==> src/rtl/irqAggPkg.sv <==
`timescale 1ns/1ps
package irqAggPkg;

  // number of status bits per channel and their positions inside a group
  localparam int EVT_W     = 3;
  localparam int KIND_PER  = 0;
  localparam int KIND_UNDR = 1;
  localparam int KIND_ERR  = 2;

  // register byte offsets
  localparam int OFF_EN     = 'h00;
  localparam int OFF_MASKED = 'h04;
  localparam int OFF_RAW    = 'h08;
  localparam int OFF_CLR    = 'h0C;
  localparam int OFF_FORCE  = 'h10;

  typedef enum logic [1:0] {
    RD_NONE   = 2'd0,
    RD_EN     = 2'd1,
    RD_MASKED = 2'd2,
    RD_RAW    = 2'd3
  } rdSelT;

  typedef struct packed {
    logic  enWr;
    logic  clrWr;
    logic  forceWr;
    rdSelT rdSel;
  } regStrobeT;

endpackage

==> src/rtl/irqAggCtrl.sv <==
`timescale 1ns/1ps
module irqAggCtrl
  import irqAggPkg::*;
#(
  parameter int ADDR_W = 8
) (
  input  logic [ADDR_W-1:0] regAddr,
  input  logic              regWe,
  output regStrobeT         strobe
);

  localparam logic [ADDR_W-1:0] A_EN     = ADDR_W'(OFF_EN);
  localparam logic [ADDR_W-1:0] A_MASKED = ADDR_W'(OFF_MASKED);
  localparam logic [ADDR_W-1:0] A_RAW    = ADDR_W'(OFF_RAW);
  localparam logic [ADDR_W-1:0] A_CLR    = ADDR_W'(OFF_CLR);
  localparam logic [ADDR_W-1:0] A_FORCE  = ADDR_W'(OFF_FORCE);

  always_comb begin
    strobe.enWr    = regWe && (regAddr == A_EN);
    strobe.clrWr   = regWe && (regAddr == A_CLR);
    strobe.forceWr = regWe && (regAddr == A_FORCE);
    if (regAddr == A_EN)          strobe.rdSel = RD_EN;
    else if (regAddr == A_MASKED) strobe.rdSel = RD_MASKED;
    else if (regAddr == A_RAW)    strobe.rdSel = RD_RAW;
    else                          strobe.rdSel = RD_NONE;
  end

endmodule

==> src/rtl/irqAggDatapath.sv <==
`timescale 1ns/1ps
module irqAggDatapath
  import irqAggPkg::*;
#(
  parameter int NUM_CH = 9,
  parameter int DATA_W = 32,
  localparam int STAT_W = NUM_CH * EVT_W
) (
  input  logic              clk,
  input  logic              rstN,
  input  logic [NUM_CH-1:0] perDone,
  input  logic [NUM_CH-1:0] underrun,
  input  logic [NUM_CH-1:0] errEvt,
  input  regStrobeT         strobe,
  input  logic [DATA_W-1:0] regWdata,
  output logic [DATA_W-1:0] regRdata,
  output logic [STAT_W-1:0] rawStat,
  output logic [STAT_W-1:0] enMask,
  output logic              irqOut
);

  logic [STAT_W-1:0] hwSet;
  logic [STAT_W-1:0] wrStat;
  logic [STAT_W-1:0] clrVec;
  logic [STAT_W-1:0] forceVec;
  logic [STAT_W-1:0] rawQ;
  logic [STAT_W-1:0] enQ;
  logic [STAT_W-1:0] maskedStat;
  logic              unusedWdata;

  assign wrStat      = regWdata[STAT_W-1:0];
  assign unusedWdata = ^regWdata[DATA_W-1:STAT_W];

  // pack each channel's pulses into its three-bit group
  for (genvar ch = 0; ch < NUM_CH; ch++) begin : g_pack
    assign hwSet[ch*EVT_W + KIND_PER]  = perDone[ch];
    assign hwSet[ch*EVT_W + KIND_UNDR] = underrun[ch];
    assign hwSet[ch*EVT_W + KIND_ERR]  = errEvt[ch];
  end

  assign clrVec   = strobe.clrWr   ? wrStat : '0;
  assign forceVec = strobe.forceWr ? wrStat : '0;

  // set terms are ORed after the clear so a colliding event survives
  always_ff @(posedge clk) begin
    if (!rstN) begin
      rawQ <= '0;
      enQ  <= '0;
    end else begin
      rawQ <= (rawQ & ~clrVec) | hwSet | forceVec;
      if (strobe.enWr) enQ <= wrStat;
    end
  end

  assign maskedStat = rawQ & enQ;
  assign irqOut     = |maskedStat;
  assign rawStat    = rawQ;
  assign enMask     = enQ;

  always_comb begin
    case (strobe.rdSel)
      RD_EN:     regRdata = DATA_W'(enQ);
      RD_MASKED: regRdata = DATA_W'(maskedStat);
      RD_RAW:    regRdata = DATA_W'(rawQ);
      default:   regRdata = '0;
    endcase
  end

endmodule

==> src/rtl/irqAgg.sv <==
`timescale 1ns/1ps
module irqAgg
  import irqAggPkg::*;
#(
  parameter int NUM_CH = 9,
  parameter int ADDR_W = 8,
  parameter int DATA_W = 32,
  localparam int STAT_W = NUM_CH * EVT_W
) (
  input  logic              clk,
  input  logic              rstN,
  input  logic [NUM_CH-1:0] perDone,
  input  logic [NUM_CH-1:0] underrun,
  input  logic [NUM_CH-1:0] errEvt,
  input  logic [ADDR_W-1:0] regAddr,
  input  logic              regWe,
  input  logic [DATA_W-1:0] regWdata,
  output logic [DATA_W-1:0] regRdata,
  output logic              irqOut
);

  regStrobeT         strobe;
  logic [STAT_W-1:0] rawStat;
  logic [STAT_W-1:0] enMask;

  irqAggCtrl #(.ADDR_W(ADDR_W)) u_ctrl (
    .regAddr (regAddr),
    .regWe   (regWe),
    .strobe  (strobe)
  );

  irqAggDatapath #(.NUM_CH(NUM_CH), .DATA_W(DATA_W)) u_dp (
    .clk      (clk),
    .rstN     (rstN),
    .perDone  (perDone),
    .underrun (underrun),
    .errEvt   (errEvt),
    .strobe   (strobe),
    .regWdata (regWdata),
    .regRdata (regRdata),
    .rawStat  (rawStat),
    .enMask   (enMask),
    .irqOut   (irqOut)
  );

endmodule

==> config.mk <==
export PLATFORM = sky130hd
export DESIGN_NAME = irqAgg
export DESIGN_NICKNAME = d
export VERILOG_FILES = /design/src/rtl/irqAggPkg.sv /design/src/rtl/irqAggCtrl.sv /design/src/rtl/irqAggDatapath.sv /design/src/rtl/irqAgg.sv
export SDC_FILE = /design/constraint.sdc
export NUM_CORES = 1
export LEC_CHECK = 0
export ABC_AREA = 1
export CAP_MARGIN = 40
export CORE_MARGIN = 3
export CORE_UTILIZATION = 40
export DETAILED_ROUTE_END_ITERATION = 10
export GPL_ROUTABILITY_DRIVEN = 0
export GPL_TIMING_DRIVEN = 0
export PLACE_DENSITY_LB_ADDON = 0.2
export SYNTH_ARGS = -nofsm -noshare
export SYNTH_HDL_FRONTEND = slang
export SYNTH_SLANG_ARGS = --single-unit
==> constraint.sdc <==
create_clock -name clk -period 1.9 [get_ports clk]
set_input_delay 0.38 -clock clk [delete_from_list [all_inputs] [get_ports clk]]
set_output_delay 0.38 -clock clk [all_outputs]
set_load 0.01 [all_outputs]
==> results.md, run 1 <==
- Status: complete, but fails checks
- Failing checks: setup timing
- Fin crit share: 100%
- Clock Pin Slew Worst Setup and Hold Paths: 100 ps
- Clock tree buffer depth: 2
- Grt total ovfl: 0
- Clock Sink Count: 54
- DRC Markers: 0
- Net Sw Power: 623 uW
- # H-tree levels: 2
- Clock Root Buffer: clkbuf_8
- Number of inserted diodes: 0
- WL per Instance: 14.8 microns
- Main combinational cell family by area after synthesis: simple AND/OR/NAND/NOR gates
- Die area: 0.00906 sq mm
- Post-Synthesis Cells: 503
- CP Capture Point: regRdata[26]
- Multi-input gate area: 0.00177 sq mm
- Worst reg2reg path endpoint: u_dp.rawStat[15]
- TritonCTS buffer count: 5
- Commonest cells after routing, fill and taps aside: 109 x nand2_1, 108 x nand3_1, 58 x nor2_1, 55 x clkdlybuf4s50_1, 54 x inv_1
- Final worst slack: -4.79 ps
- Number of global-route vias before repair: 3598
- Horiz. Die Dim: 95.2 microns
- Remaining antenna violation count: 0
- Pin count of the biggest net entering global routing: 17
- Mux contribution to synthesized area: 0%
- MaxCap Viol Count: 0
- Share of cells above drive strength 1: 18.2%
- Pint: 1640 uW
- DP Cell Count: 697
- Core Footprint: 0.00749 sq mm
- Via count: 3799
- Critical path required time: 1520 ps
- Reg power frac: 53.5%
- Setup crit start: regAddr[7]
- Worst skew pair latency: 320 ps
- Port bufs: 91
- Layout filler cell count: 684
- Synthesized area per cell: 6.32 sq um
- Crit path max fanout: 5
- Post-route core utilization: 60.5%
- Max VDD drop: 0.332 mV
- Worst Tran Pin Value: 556 ps
- Worst Clk Skew: 0 ps
- Crit Path Class: input pin to output port
- Slew headroom: 62.9%
- Final Critical Period: 1900 ps
- Synth Area in Simple Gates: 42.2%
- Critical path arrival: 1520 ps
- Commonest non-fill, non-tap cell in the layout: nand2_1
- Crit. End Element: output port
- Reg2Reg Depth: 4
- RSZ-0062 raised after global routing: yes
- Layout area overhead: 42.4%
- Nets: 694
- Worst min path class: input pin to flip-flop
- Non-filler cells, final: 724
- Tot Pwr: 2260 uW
- Synth warn: 0
- Antenna violations before repair: 0
- R2r setup slk: 1210 ps
- Net Sw Frac: 27.5%
- Register area share after synthesis: 34.0%
- WL final: 10800 microns
- Final setup fails: 1
- All-Layer GR Usage: 24.5%
- DRT iter0 DRCs: 310
- Setup TNS: -4.79 ps
- Cell variety after synth: 24
- CTS tree: done
- Netlist Area Pre-Place: 0.00318 sq mm
- Max-slew violation count: 0
- Critical path startpoint category: input pin
- Gate power share: 17.2%
- FF/Latch Area: 0.00108 sq mm
- Die Y: 95.2 microns
- Fmax: 0.525 GHz
- Initial Utilization: 42.5%
- Worst R2R Start: u_dp.rawStat[15]
- Clock network power share: 29.4%
- Rows: 31
- Cell area power density: 500 mW/mm^2
- Synth Area in Adders: 0%
- Xor/xnor share of the synthesized area: 0%
- HPWL after DPL: 7420 microns
- Final hold vios: 0
- FF+latch count, synth: 54
- First-pass GRT wire length: 17300 microns
- Vias per std cell: 5.25
- IO Pins: 103
- Static leakage: 0.00205 uW
- Drt pass-1 iters: 5
- Synth Area in Compound Gates: 10.6%
Yosys cell counts, drive strengths merged:
cell    number  area [sq um]
nand2      114           438
nand3      113           571
nor2        65           278
inv         61           234
dfxtp       54          1080
o211ai      27           203
o21ai       27           135
buf         21           138
clkbuf      12          45.0
nand4        6          37.5
conb         1          3.75
nor3         1          5.00
nor3b        1          12.5
sequential cells by signal, summed over array words and instances, names as in the netlist:
name          count
u_dp.rawStat     27
u_dp.enMask      27
metrics by stage:
stage / hold WS [ps] / worst slack, ps / area [sq um]
3_5_place_dp: 494 / -1160 / 4230
5_1_grt: 504 / -64.6 / 4530
3_3_place_gp: 488 / -1130 / 4230
4_1_cts: 445 / 16.8 / 4460
6_report: 461 / -4.79 / 4530
2_1_floorplan: 475 / 181 / 3200
layer usage:
metal	global-route usage [%]	wire length, microns	vias to the layer above
met2	41.5	5170	178
met3	3.95	966	19
met4	8.53	214	0
li1	-	-	1879
met5	0	0	-
met1	31.5	4410	1723
final cells by class:
cell class	count	share of cell area (%)
Sequential cell	54	23.9
Timing Repair Buffer	110	21.3
Clock inverter	2	0.304
Clock buffer	6	1.60
Tap cell	99	2.74
Buffer	33	5.83
Inverter	61	5.33
Multi-Input combinational cell	359	39.0
logic make-up after synthesis:
logic type      count (synthesis)
compound gates                 54
buf+inv                        94
flops                          54
other cells                     1
simple gates                  300
worst max-delay path: stages:
cell and delay [ps]:
buf_8 100, inv_2 40, nand2_2 60, nor2_4 200
nand3_4 150, clkbuf_8 180, o211ai_1 230, buf_2 180
timing repair:
action	4_1_cts	5_1_grt
gates resized for setup	195	23
endpoints found under the setup margin	28	38
buffers inserted	12	1
hold buffers	0	0
pin swaps	14	11
cloned	6	0
power groups by stage:
stage | Combinational, uW | Sequential (uW) | Clock [uW]
6_report | 389 | 1210 | 665
5_1_grt | 427 | 1220 | 710
4_1_cts | 374 | 1210 | 671
3_5_place_dp | 347 | 1230 | 0
3_3_place_gp | 340 | 1230 | 0
2_1_floorplan | 153 | 1220 | 0
worst min path at each step:
| stage | cells past startpoint | endpoint | startpoint | slack, ps |
|---|---|---|---|---|
| floorplan | 2 | u_dp.enMask[0] | u_dp.enMask[0] | 480 |
| global placement | 2 | u_dp.enMask[5] | u_dp.enMask[5] | 490 |
| detailed placement | 2 | u_dp.enMask[13] | u_dp.enMask[13] | 490 |
| CTS | 3 | u_dp.enMask[5] | rstN | 440 |
| global route | 3 | u_dp.enMask[5] | rstN | 500 |
| finish | 3 | u_dp.enMask[5] | rstN | 460 |
Power figures use the tool's default switching activity.
==> run 2, diff against run 1 <==
--- a/config.mk
+++ b/config.mk
@@ -12,7 +12,7 @@
 export DETAILED_ROUTE_END_ITERATION = 10
 export GPL_ROUTABILITY_DRIVEN = 0
 export GPL_TIMING_DRIVEN = 0
-export PLACE_DENSITY_LB_ADDON = 0.2
+export PLACE_DENSITY_LB_ADDON = 0.1
 export SYNTH_ARGS = -nofsm -noshare
 export SYNTH_HDL_FRONTEND = slang
 export SYNTH_SLANG_ARGS = --single-unit
==> constraint.sdc (replaced) <==
create_clock -name clk -period 2.3 [get_ports clk]
set_input_delay 0.46 -clock clk [delete_from_list [all_inputs] [get_ports clk]]
set_output_delay 0.46 -clock clk [all_outputs]
set_load 0.01 [all_outputs]
==> run 2 against run 1 <==
Effect of this change: the run now ends clean; core utilization down 0.45 points; combinational power down 20%; die area unchanged; critical path type unchanged.
==> results.md, run 2 (same netlist as run 1, synthesis figures left out) <==
- Status: complete, no violations
- Final worst slack: 74.6 ps (+79.4 ps)
- Worst R2R Start: u_dp.rawStat[24]
- # H-tree levels: 2 (unchanged)
- WL per Instance: 14.9 microns (+0.21%)
- Minimum hold slack: 510 ps (+49.4 ps)
- DRC Markers: 0 (unchanged)
- Critical path startpoint category: input pin
- Horiz. Die Dim: 95.2 microns (unchanged)
- CTS tree: done
- Layout area overhead: 41.3%
- Grt total ovfl: 0 (unchanged)
- Number of inserted diodes: 0 (unchanged)
- Share of cells above drive strength 1: 15.4% (-2.8 points)
- Static leakage: 0.00205 uW (+0.43%)
- Max VDD drop: 0.362 mV (+9.3%)
- Slew headroom: 61.9% (-1.1 points)
- Pin count of the biggest net entering global routing: 17 (unchanged)
- Final non-filler cell area: 0.00449 sq mm (-0.75%)
- IO Pins: 103 (unchanged)
- Nets: 697 (+0.43%)
- MaxCap Viol Count: 0 (unchanged)
- Reg2Reg Depth: 4 (unchanged)
- CTS Hold Buffers Added: 0 (unchanged)
- Crit. End Element: output port
- Commonest cells after routing, fill and taps aside: 111 x nand3_1, 109 x nand2_1, 60 x nor2_1, 57 x inv_1, 56 x clkdlybuf4s50_1
- Number of global-route vias before repair: 3600 (+0.056%)
- Post-DP Area: 0.00423 sq mm (unchanged)
- Clock tree buffer depth: 2 (unchanged)
- First-pass GRT wire length: 17100 microns (-1.3%)
- Drt pass-1 iters: 5 (unchanged)
- Final hold vios: 0 (unchanged)
- Commonest non-fill, non-tap cell in the layout: nand3_1
- Die area: 0.00906 sq mm (unchanged)
- TritonCTS buffer count: 5 (unchanged)
- WL final: 10800 microns (+0.62%)
- HPWL after DPL: 7330 microns (-1.2%)
- Final setup fails: 0 (-1)
- Final Critical Period: 2230 ps
- Antenna violations before repair: 0 (unchanged)
- Clock Root Buffer: clkbuf_8
- Initial Utilization: 42.5% (unchanged)
- Fmax: 0.449 GHz
- CP Capture Point: regRdata[18]
- Fin crit share: 96.8%
- Vias per std cell: 5.19 (-1.1%)
- Rows: 31 (unchanged)
- Worst skew pair latency: 310 ps (about the same)
- RSZ-0062 raised after global routing: no
- Die Y: 95.2 microns (unchanged)
- Worst min path class: flip-flop to flip-flop
- Crit Path Class: input pin to output port
- Cell area power density: 411 mW/mm^2 (-18%)
- Clock Sink Count: 54 (unchanged)
- Port bufs: 91 (unchanged)
- Max-slew violation count: 0 (unchanged)
- Non-filler cells, final: 727 (+0.41%)
- Worst reg2reg path endpoint: u_dp.rawStat[24]
- Core Footprint: 0.00749 sq mm (unchanged)
- Crit path max fanout: 7 (+2)
- Via count: 3773 (-0.68%)
- R2r setup slk: 1610 ps (+400 ps)
- Layout filler cell count: 717 (+4.8%)
- Worst Clk Skew: 0 ps (unchanged)
- Worst Tran Pin Value: 572 ps (+16.3 ps)
- DRT iter0 DRCs: 244 (-21%)
- Clock Pin Slew Worst Setup and Hold Paths: 100 ps (about the same)
- Critical path arrival: 1770 ps (+250 ps)
- DP Cell Count: 697 (unchanged)
- Tot Pwr: 1850 uW (-18%)
- DP Worst Slack: -943 ps (+216 ps)
- Remaining antenna violation count: 0 (unchanged)
- All-Layer GR Usage: 24.2% (-0.35 points)
- Setup crit start: regAddr[2]
- Critical path required time: 1840 ps (+320 ps)
run 2: changes by cell type in the layout (fill, tap and decap cells not counted), sizes merged:
| cell | before | now |
|---|---|---|
| clkbuf | 21 | 19 |
| dlygate4sd2 | 0 | 4 |
| clkdlybuf4s15 | 0 | 4 |
| buf | 73 | 69 |
| clkdlybuf4s50 | 55 | 56 |
run 2: through the flow:
stage | util [%] | TNS (ps)
after detailed placement | 56.5 | -23200
after global routing | 60.0 | 0
after global placement | 56.5 | -21960
after CTS | 59.9 | 0
final | 60.0 | 0
after floorplan | - | 0
run 2: repair_timing:
item / 4_1_cts / 5_1_grt
gates resized for setup: 155 / 6
setup buffers: 16 / 1
endpoints found under the setup margin: 27 / 16
cloned: 6 / 0
pin swaps: 10 / 7
run 2: critical path, cell delays in order:
cell	delay (ps)
dlygate4sd2_1	310
nor2_1	160
nand2_2	120
nor2_8	210
buf_6	160
nand2_1	50
o211ai_1	120
buf_2	170
run 2: layout make-up:
type | count | area (sq um) | share of cell area [%]
multi-input cells | 359 | 1730 | 38.4
flip-flops and latches | 54 | 1080 | 24.1
repair buffers | 113 | 976 | 21.7
plain buffers | 33 | 267 | 5.93
inverters | 61 | 234 | 5.21
well taps | 99 | 124 | 2.76
clock buffers | 6 | 72.6 | 1.61
clock inverters | 2 | 13.8 | 0.306
run 2: worst min path at each step:
stage          cells past startpoint             from  slack, ps              end
4_1_cts                            2  u_dp.enMask[10]        510  u_dp.enMask[10]
2_1_floorplan                      2   u_dp.enMask[0]        480   u_dp.enMask[0]
5_1_grt                            2   u_dp.enMask[5]        530   u_dp.enMask[5]
3_5_place_dp                       2  u_dp.enMask[10]        490  u_dp.enMask[10]
3_3_place_gp                       2   u_dp.enMask[5]        490   u_dp.enMask[5]
6_report                           2  u_dp.enMask[24]        510  u_dp.enMask[24]
run 2: per-layer routing:
| layer | GRT usage (%) | wire length [microns] | vias to the layer above |
|---|---|---|---|
| met5 | 0 | 0 | - |
| li1 | - | - | 1884 |
| met4 | 8.05 | 177 | 0 |
| met3 | 3.63 | 855 | 17 |
| met1 | 31.7 | 4610 | 1722 |
| met2 | 40.6 | 5180 | 150 |
run 2: report_power, final:
group / switching (uW) / total [uW] / internal, uW / leakage [uW]
Sequential: 28.4 / 998 / 970 / 0.000444
Combinational: 148 / 311 / 164 / 0.00157
Clock: 321 / 537 / 216 / 0.0000452
Total: 497 / 1850 / 1350 / 0.00205
==> run 3, diff against run 2 <==
==> constraint.sdc (replaced) <==
create_clock -name clk -period 2.55 [get_ports clk]
set_input_delay 0.51 -clock clk [delete_from_list [all_inputs] [get_ports clk]]
set_output_delay 0.51 -clock clk [all_outputs]
set_load 0.01 [all_outputs]
==> run 3 against run 2 <==
Effect of this change: routed wire length is 1.9% lower; cell count is 1.1% lower; clock power is 9.1% lower; flip-flop and latch count stayed put; power is 9.8% lower; largest cell class unchanged; core utilization is 0.42 points lower; non-clock buffer count is 8 lower; combinational power is 11% lower; worst setup slack better by 39 ps.
==> results.md, run 3 (same netlist as run 1, synthesis figures left out) <==
- Clock Pin Slew Worst Setup and Hold Paths: 100 ps (about the same)
- Drt pass-1 iters: 4 (-1)
- WL final: 10600 microns (-1.9%)
- Commonest non-fill, non-tap cell in the layout: nand3_1
- Crit path max-delay family: buffers and inverters
- Post-route core utilization: 59.6% (-0.42 points)
- Minimum hold slack: 510 ps (-0.385 ps)
- Slew headroom: 62.0% (+0.10 points)
- Pin count of the biggest net entering global routing: 17 (unchanged)
- DP Worst Slack: -793 ps (+150 ps)
- Core Footprint: 0.00749 sq mm (unchanged)
- Crit path max fanout: 5 (-2)
- IO Pins: 103 (unchanged)
- TritonCTS buffer count: 5 (unchanged)
- Share of cells above drive strength 1: 14.7% (-0.77 points)
- Net Sw Power: 451 uW (-9.2%)
- Max-slew violation count: 0 (unchanged)
- CTS Hold Buffers Added: 0 (unchanged)
- Max VDD drop: 0.326 mV (-10%)
- Commonest cells after routing, fill and taps aside: 111 x nand3_1, 109 x nand2_1, 59 x nor2_1, 56 x inv_1, 56 x clkdlybuf4s50_1
- # H-tree levels: 2 (unchanged)
- Crit Path Class: input pin to output port
- Status: complete, no violations
- CTS tree: done
- Clock Root Buffer: clkbuf_8
- HPWL after DPL: 7330 microns (unchanged)
- Net Sw Frac: 27.1% (+0.19 points)
- WL per Instance: 14.8 microns (-0.83%)
- Static leakage: 0.00206 uW (+0.18%)
- Critical path startpoint category: input pin
- Port bufs: 91 (unchanged)
- Gate power share: 16.6% (-0.3 points)
- Worst min path class: flip-flop to flip-flop
- Crit. End Element: output port
- Vias per std cell: 5.20 (+0.15%)
- Nets: 689 (-1.1%)
- Die area: 0.00906 sq mm (unchanged)
- Horiz. Die Dim: 95.2 microns (unchanged)
- Number of inserted diodes: 0 (unchanged)
- CP max-delay cell: dlygate4sd2_1
- DRT iter0 DRCs: 245 (+0.41%)
- Clock Sink Count: 54 (unchanged)
- Initial Utilization: 42.5% (unchanged)
- All-Layer GR Usage: 23.3% (-0.86 points)
- Antenna violations before repair: 0 (unchanged)
- Non-filler cells, final: 719 (-1.1%)
- Layout area overhead: 40.3%
- Final hold vios: 0 (unchanged)
- Final setup fails: 0 (unchanged)
- Critical path arrival: 1930 ps (+160 ps)
- Worst Clk Skew: 0 ps (unchanged)
- Tot Pwr: 1670 uW (-9.8%)
- Fmax: 0.410 GHz
- Buf/Inv on CP: 5 (+2)
- Remaining antenna violation count: 0 (unchanged)
- DP Cell Count: 697 (unchanged)
- Layout filler cell count: 715 (-0.28%)
- Worst Tran Pin Value: 571 ps (-1.52 ps)
- Pint: 1210 uW (-10%)
- Worst skew pair latency: 310 ps (about the same)
- Largest stage delay, worst path: 260 ps (-50 ps)
- Fin crit share: 95.5%
- MaxCap Viol Count: 0 (unchanged)
- Critical path required time: 2040 ps (+200 ps)
- Rows: 31 (unchanged)
- Die Y: 95.2 microns (unchanged)
- Clock tree buffer depth: 2 (unchanged)
- RSZ-0062 raised after global routing: no
- Reg power frac: 54.1% (about the same)
- Cell area power density: 373 mW/mm^2 (-9.2%)
- Worst-path cell chain: dlygate4sd2_1, inv_1, nand2_2, nor2_4, buf_6, nand3_4, clkbuf_16, o211ai_1, buf_2
- Final Critical Period: 2440 ps
- Grt total ovfl: 0 (unchanged)
- DRC Markers: 0 (unchanged)
- Number of global-route vias before repair: 3494 (-2.9%)
- Final worst slack: 113 ps (+38.9 ps)
- Clock network power share: 29.3% (+0.2 points)
- Via count: 3737 (-0.95%)
- First-pass GRT wire length: 16400 microns (-3.9%)
## run 3: changes by cell type in the layout (fill, tap and decap cells not counted), sizes merged
cell           previous run  this run
buf                      69        60
clkbuf                   19        20
clkdlybuf4s15             4         0
dlymetal6s2s              0         4
## run 3: final timing paths
check                  start              end  slack, ps  cells past startpoint
min reg2reg  u_dp.enMask[24]  u_dp.enMask[24]        510                      2
min          u_dp.enMask[24]  u_dp.enMask[24]        510                      2
max               regAddr[6]     regRdata[26]        110                      9
max reg2reg  u_dp.rawStat[0]  u_dp.rawStat[0]       1860                      4
## run 3: per-layer routing
layer	up-vias	track usage [%]	share of wire, %
met5	-	0	0
met4	0	6.73	1.5
met3	15	3.16	7.2
met2	142	39.6	48
met1	1706	30.8	43
li1	1874	-	-
## run 3: worst register-to-register path: cells and delay by family (launching register included)
family,cells,cell delay [ps]
buffers and inverters,1,80
DFF,1,380
and+or+nand+nor,3,180
## run 3: cell type report
| class | instances | area, sq um | area share (%) |
|---|---|---|---|
| Buffer | 33 | 267 | 5.97 |
| Clock buffer | 6 | 72.6 | 1.63 |
| Multi-Input combinational cell | 359 | 1740 | 39.0 |
| Tap cell | 99 | 124 | 2.78 |
| Sequential cell | 54 | 1080 | 24.2 |
| Timing Repair Buffer | 105 | 932 | 20.9 |
| Clock inverter | 2 | 13.8 | 0.308 |
| Inverter | 61 | 234 | 5.24 |
## run 3: through the flow
| stage | cell area, sq um | TNS, ps |
|---|---|---|
| floorplan | 3200 | 0 |
| global placement | 4230 | -17910 |
| detailed placement | 4230 | -19150 |
| CTS | 4400 | 0 |
| global route | 4460 | 0 |
| finish | 4460 | 0 |
## run 3: timing repair
action | CTS | global route
buffers inserted | 11 | 1
pin swaps | 7 | 6
endpoints found under the setup margin | 27 | 27
gates resized for setup | 141 | 13
cloned | 2 | 1
## run 3: power by group through the flow
stage,combinational (uW),clock (uW),sequential (uW)
6_report,277,488,900
3_5_place_dp,258,0,919
3_3_place_gp,254,0,918
4_1_cts,271,493,899
2_1_floorplan,114,0,912
5_1_grt,305,526,905
